## config.mk

```make
export PLATFORM = sky130hd
export DESIGN_NAME = serial_adc_emu
export DESIGN_NICKNAME = d
export VERILOG_FILES = /design/src/rtl/adc_emu_pkg.sv /design/src/rtl/adc_sync_edge.sv /design/src/rtl/adc_conv_timer.sv /design/src/rtl/adc_readout.sv /design/src/rtl/serial_adc_emu.sv
export SDC_FILE = /design/constraint.sdc
export NUM_CORES = 1
export LEC_CHECK = 0
export BUFFER_PORTS_ARGS = -buffer_cell sky130_fd_sc_hd__buf_4
export CAP_MARGIN = 20
export CORE_MARGIN = 2
export CORE_UTILIZATION = 45
export DETAILED_ROUTE_END_ITERATION = 16
export PLACE_DENSITY = 0.64
export SETUP_SLACK_MARGIN = 0.4
export SKIP_LAST_GASP = 1
export SYNTH_ARGS = -nofsm -noshare
export SYNTH_HDL_FRONTEND = slang
export SYNTH_SLANG_ARGS = --single-unit
export TNS_END_PERCENT = 50
```

## constraint.sdc

```tcl
create_clock -name clk -period 2.9 [get_ports clk]
set_input_delay 0.435 -clock clk [delete_from_list [all_inputs] [get_ports clk]]
set_output_delay 0.435 -clock clk [all_outputs]
set_load 0.05 [all_outputs]
```

## src/rtl/adc_emu_pkg.sv

```systemverilog
package adc_emu_pkg;
  typedef enum logic [1:0] {
    PH_ACQ  = 2'd0,
    PH_CONV = 2'd1,
    PH_READ = 2'd2
  } phase_e;
endpackage

```

## src/rtl/adc_sync_edge.sv

```systemverilog
module adc_sync_edge #(
  parameter int WIDTH  = 3,
  parameter int STAGES = 2
) (
  input  logic             clk,
  input  logic             rst_n,
  input  logic [WIDTH-1:0] d_i,
  output logic [WIDTH-1:0] lvl_o,
  output logic [WIDTH-1:0] prev_o
);
  logic [STAGES-1:0][WIDTH-1:0] stg_q, stg_d;
  logic [WIDTH-1:0]             prev_q, prev_d;

  always_comb begin
    stg_d[0] = d_i;
    for (int s = 1; s < STAGES; s++) stg_d[s] = stg_q[s-1];
    prev_d = stg_q[STAGES-1];
  end

  always_ff @(posedge clk or negedge rst_n) begin
    if (!rst_n) begin
      stg_q  <= '0;
      prev_q <= '0;
    end else begin
      stg_q  <= stg_d;
      prev_q <= prev_d;
    end
  end

  assign lvl_o  = stg_q[STAGES-1];
  assign prev_o = prev_q;
endmodule

```

## src/rtl/adc_conv_timer.sv

```systemverilog
module adc_conv_timer #(
  parameter int CONV_CYCLES = 40
) (
  input  logic clk,
  input  logic rst_n,
  input  logic start_i,
  output logic busy_o,
  output logic done_o
);
  localparam int CW = $clog2(CONV_CYCLES + 1);
  localparam logic [CW-1:0] LOADV = CW'(CONV_CYCLES - 1);

  logic [CW-1:0] cnt_q, cnt_d;
  logic          busy_q, busy_d;
  logic          take;

  assign take = start_i && !busy_q;

  always_comb begin
    cnt_d  = cnt_q;
    busy_d = busy_q;
    if (take) begin
      cnt_d  = LOADV;
      busy_d = 1'b1;
    end else if (busy_q) begin
      if (cnt_q == '0) busy_d = 1'b0;
      else             cnt_d  = cnt_q - CW'(1);
    end
  end

  always_ff @(posedge clk or negedge rst_n) begin
    if (!rst_n) begin
      cnt_q  <= '0;
      busy_q <= 1'b0;
    end else begin
      cnt_q  <= cnt_d;
      busy_q <= busy_d;
    end
  end

  assign busy_o = busy_q;
  assign done_o = busy_q && (cnt_q == '0);


  start_loads_chk: assert property (@(posedge clk) disable iff (!rst_n)
    take |=> busy_q && (cnt_q == LOADV));

  conv_runs_on_chk: assert property (@(posedge clk) disable iff (!rst_n)
    (busy_q && cnt_q != '0) |=> busy_q && (cnt_q == $past(cnt_q) - CW'(1)));

  conv_ends_chk: assert property (@(posedge clk) disable iff (!rst_n)
    (busy_q && cnt_q == '0) |=> !busy_q);
endmodule

```

## src/rtl/adc_readout.sv

```systemverilog
module adc_readout #(
  parameter int NBITS = 14
) (
  input  logic             clk,
  input  logic             rst_n,
  input  logic             cap_i,
  input  logic [NBITS-1:0] cap_data_i,
  input  logic             begin_i,
  input  logic             adv_i,
  input  logic             abort_i,
  output logic             oe_o,
  output logic             sdo_o
);
  localparam int IW = $clog2(NBITS);
  localparam logic [IW-1:0] LAST = IW'(NBITS - 1);

  logic [NBITS-1:0] sh_q, sh_d;
  logic [IW-1:0]    left_q, left_d;
  logic             oe_q, oe_d;
  logic             fresh_q, fresh_d;

  always_comb begin
    sh_d    = sh_q;
    left_d  = left_q;
    oe_d    = oe_q;
    fresh_d = fresh_q;
    if (cap_i) begin
      sh_d    = cap_data_i;
      fresh_d = 1'b1;
    end
    if (abort_i) begin
      oe_d = 1'b0;
    end else if (begin_i && fresh_q && !oe_q) begin
      oe_d    = 1'b1;
      left_d  = LAST;
      fresh_d = 1'b0;
    end else if (adv_i && oe_q) begin
      if (left_q == '0) begin
        oe_d = 1'b0;
      end else begin
        sh_d   = sh_q << 1;
        left_d = left_q - IW'(1);
      end
    end
  end

  always_ff @(posedge clk or negedge rst_n) begin
    if (!rst_n) begin
      sh_q    <= '0;
      left_q  <= '0;
      oe_q    <= 1'b0;
      fresh_q <= 1'b0;
    end else begin
      sh_q    <= sh_d;
      left_q  <= left_d;
      oe_q    <= oe_d;
      fresh_q <= fresh_d;
    end
  end

  assign oe_o  = oe_q;
  assign sdo_o = oe_q & sh_q[NBITS-1];


  capture_chk: assert property (@(posedge clk) disable iff (!rst_n)
    cap_i |=> sh_q == $past(cap_data_i));

  open_chk: assert property (@(posedge clk) disable iff (!rst_n)
    (begin_i && fresh_q && !oe_q && !abort_i) |=> oe_q && (left_q == LAST));

  shift_chk: assert property (@(posedge clk) disable iff (!rst_n)
    (oe_q && adv_i && !abort_i && left_q != '0) |=> oe_q && (sh_q == ($past(sh_q) << 1)));

  last_bit_chk: assert property (@(posedge clk) disable iff (!rst_n)
    (oe_q && adv_i && !abort_i && left_q == '0) |=> !oe_q);

  abort_chk: assert property (@(posedge clk) disable iff (!rst_n)
    abort_i |=> !oe_q);

  once_only_chk: assert property (@(posedge clk) disable iff (!rst_n)
    (!fresh_q && !oe_q && !cap_i) |=> !oe_q);

  quiet_when_off_chk: assert property (@(posedge clk) disable iff (!rst_n)
    !oe_q |-> !sdo_o);
endmodule

```

## src/rtl/serial_adc_emu.sv

```systemverilog
module serial_adc_emu
  import adc_emu_pkg::*;
#(
  parameter int NBITS       = 14,
  parameter int CONV_CYCLES = 40,
  parameter int SYNC_STAGES = 2
) (
  input  logic             clk,
  input  logic             rst_n,
  input  logic             conv_i,
  input  logic             sck_i,
  input  logic             sdi_i,
  input  logic [NBITS-1:0] sample_i,
  output logic             sdo_o,
  output logic             sdo_oe_o,
  output logic [1:0]       phase_o
);
  localparam int NIN = 3;
  localparam int IX_CONV = 0;
  localparam int IX_SCK  = 1;
  localparam int IX_SDI  = 2;

  // reset: asserted asynchronously, released on the clock
  logic [1:0] rs_q;
  logic       rst_sn;
  always_ff @(posedge clk or negedge rst_n) begin
    if (!rst_n) rs_q <= 2'b00;
    else        rs_q <= {rs_q[0], 1'b1};
  end
  assign rst_sn = rs_q[1];

  logic [NIN-1:0] lvl, prev;
  adc_sync_edge #(.WIDTH(NIN), .STAGES(SYNC_STAGES)) u_sync (
    .clk    (clk),
    .rst_n  (rst_sn),
    .d_i    ({sdi_i, sck_i, conv_i}),
    .lvl_o  (lvl),
    .prev_o (prev)
  );

  logic conv_rise, conv_fall, sck_fall, sdi_high;
  assign conv_rise = lvl[IX_CONV] & ~prev[IX_CONV];
  assign conv_fall = ~lvl[IX_CONV] & prev[IX_CONV];
  assign sck_fall  = ~lvl[IX_SCK] & prev[IX_SCK];
  assign sdi_high  = lvl[IX_SDI] & prev[IX_SDI];

  logic busy, done, oe, sdo;

  adc_conv_timer #(.CONV_CYCLES(CONV_CYCLES)) u_timer (
    .clk     (clk),
    .rst_n   (rst_sn),
    .start_i (conv_rise & sdi_high),
    .busy_o  (busy),
    .done_o  (done)
  );

  adc_readout #(.NBITS(NBITS)) u_read (
    .clk        (clk),
    .rst_n      (rst_sn),
    .cap_i      (done),
    .cap_data_i (sample_i),
    .begin_i    (conv_fall & ~busy),
    .adv_i      (sck_fall),
    .abort_i    (conv_rise),
    .oe_o       (oe),
    .sdo_o      (sdo)
  );

  phase_e phase;
  always_comb begin
    if (busy)    phase = PH_CONV;
    else if (oe) phase = PH_READ;
    else         phase = PH_ACQ;
  end

  assign phase_o  = phase;
  assign sdo_oe_o = oe;
  assign sdo_o    = sdo;


  exclusive_phase_chk: assert property (@(posedge clk) disable iff (!rst_sn)
    !(busy && oe));

  start_quiets_output_chk: assert property (@(posedge clk) disable iff (!rst_sn)
    $rose(busy) |-> !oe);

  no_open_in_conv_chk: assert property (@(posedge clk) disable iff (!rst_sn)
    (busy && !oe) |=> !oe);
endmodule

```

==> out/results.ini <==
[worst_setup_path]
end_kind=register
ff2ff_setup_slack_ns=0.99
r2r_end=u_read.sh_q[13]
startpoint_type=register
r2r_start=u_timer.cnt_q[0]
crit_type=register to register
crit_fanout=15
reg2reg_depth=6
crit_arrival_ns=2.07
crit_required_ns=3.06

[layout]
nets=188
instances_no_fill=216
final_area_um2=1920
syn_to_final_growth_pct=16.3
multi_input_area_um2=613
nFillCells=324
seq_area_um2=951
drive_gt1_frac=0.226
n_antenna_cell=0

[yosys]
yosysMostFrequentCell=dfrtp_1
netlist.area_leader.share=0.574
syn-instance-count=144
async_flop_share=1.00
synth_common_cells=dfrtp_1 (38), nand2_1 (18), mux2i_1 (16)
synth_warnings=0
synth_top_area_cell=dfrtp_1
synth_area_um2=1660
syn_avg_cell_area_um2=11.5
ys_ff_latch=38
synth_edf_count=0
synth_area_leaders=dfrtp_1 (57%), mux2i_1 (9.7%), nand2_1 (4.1%), o21ai_0 (3.9%), buf_6 (2.7%)
synth_cell_types=37
synth_fp_nets=165
synth_flop_cell=dfrtp_1
yosysSeqAreaShare=0.574

[routing]
initialDrtViolationCount=32
vias=1091
postRouteAntennaNets=0
wirelength_mm=2.77
drc=0
viasPerCell=5.05
wl_per_cell_um=12.8
dr.pass1.iters=4

[run]
drv_cap=0

[clock_network]
cts_buffers=5
post_cts.repair.setup_buffers=0
cts_max_path_buffers=2
ctsHtreeMaxLevel=2
cts_tree=built
clk_latency_ns=0.29
cts.sinks=38
cts_root_buf=clkbuf_8
cts.clk_slew.worst_paths_ns=0.07

[power]
p_per_area_nw_per_um2=938
p_leak_nw=0.943
ir_drop_mv=0.462

[die]
coreArea_um2=3610
rows=22
die_area_um2=4180
fp.dieW_um=64.7
start_util=0.459
die_h_um=64.7
num_io_pins=23

[sta]
skew_ns=0.00441
clock.fmax_ghz=0.523
finalHoldViolCount=0
holdWs_ns=0.250
tns_ns=0
rsz0062_at_grt=false
setup_viol=0
tightest_slew_ns=0.753
period_needed_ns=1.91
finalCritPeriodShare=0.659
report.final.slew_viol_count=0
relSlewSlack=0.494

[worst_hold_path]
whs_path_depth=1
min_from=sck_i
min_to=u_sync.stg_d[4]
hold_class=input port to register

[placement]
gp_congestion=0.749
dpl_cell_area_um2=1820
io_buffer_count=22
dp.cells=207
hpwl_mm=1.99

[global_route]
track_usage=0.153
grt_overflow=0
grt_pass1_wl_mm=4.73
grt_max_degree=37
antenna_found_initial=0
grt_pass1_vias=1060

[run_status]
outcome=finished, final reports clean

## worst max path at each step
stage / startpoint / to / slack (ns) / cells after the start
2_1_floorplan: u_read.oe_o / phase_o[1] / 1.01 / 1
3_3_place_gp: u_timer.cnt_q[0] / u_read.sh_q[1] / 1.08 / 6
3_5_place_dp: u_timer.cnt_q[0] / u_read.sh_q[13] / 0.99 / 6
4_1_cts: u_timer.cnt_q[0] / u_read.sh_q[13] / 0.97 / 6
5_1_grt: u_timer.cnt_q[0] / u_read.sh_q[13] / 0.83 / 6
6_report: u_timer.cnt_q[0] / u_read.sh_q[13] / 0.99 / 6
## cell families after synthesis
family	count (synthesis)	share of synthesized area
compound gates	27	0.0952
xor+xnor	2	0.0106
fa+ha+maj	2	0.0151
buf+inv	14	0.0552
flops	38	0.574
mux	16	0.0967
other cells	1	0.00227
simple gates	44	0.150
## area by class of cell
cell class	count	area share
Multi-Input combinational cell	92	0.319
Tap cell	48	0.0312
Clock inverter	2	0.00650
Sequential cell	38	0.494
Timing Repair Buffer	24	0.0949
Inverter	6	0.0117
Clock buffer	6	0.0429
## critical path, cell delays in order, from the launching register on
cell and delay, ns:
dfrtp_1 0.39, inv_1 0.09, ha_1 0.19, nor3b_4 0.28, nand3_2 0.45, mux2i_1 0.28
o21ai_0 0.10
## placed cells by master (no fill, tap or decap), drive strengths merged, types with 2 or more instances in the layout
master and n:
dfrtp 38, nand2 18, xnor2 2, a21oi 3
nor2b 3, and3 2, buf 23, clkbuf 6
ha 2, nor2 5, nor3 2, nand2b 3
mux2i 16, inv 6, nand3 3, o21ai 18
## through the flow
step	power [mW]	setup slack [ns]	utilization
final	1.81	0.988	0.534
after global routing	1.94	0.829	0.534
after CTS	1.83	0.974	0.534
after detailed placement	1.45	0.989	0.505
after global placement	1.40	1.08	0.505
after floorplan	1.32	1.01	-
## repair_timing
item	4_1_cts	5_1_grt
hold buffers	1	0
resized for setup	0	0
hold endpoints to repair	2	0
## report_power, final
part	internal, mW	switching [mW]	total, mW
Clock	0.191	0.180	0.371
Combinational	0.260	0.298	0.558
Sequential	0.726	0.152	0.877
Total	1.18	0.630	1.81
## registers in the layout, summed over array words and instances, names as in the netlist
signal and count:
u_read.sh_q 14, u_timer.cnt_q 6, u_read.left_q 4, u_sync.lvl_o 3
u_sync.prev_o 3, u_sync.stg_d 3, rs_q 2, u_read.fresh_q 1
u_read.oe_o 1, u_timer.busy_o 1
## per-layer routing
metal / track usage / wire, um / vias to the layer above
met5: 0 / 0 / -
met4: 0.0798 / 65 / 0
met3: 0.0434 / 104 / 8
met2: 0.245 / 1360 / 21
met1: 0.188 / 1250 / 531
li1: - / - / 531
No activity file was read; power rests on OpenSTA's default activity.
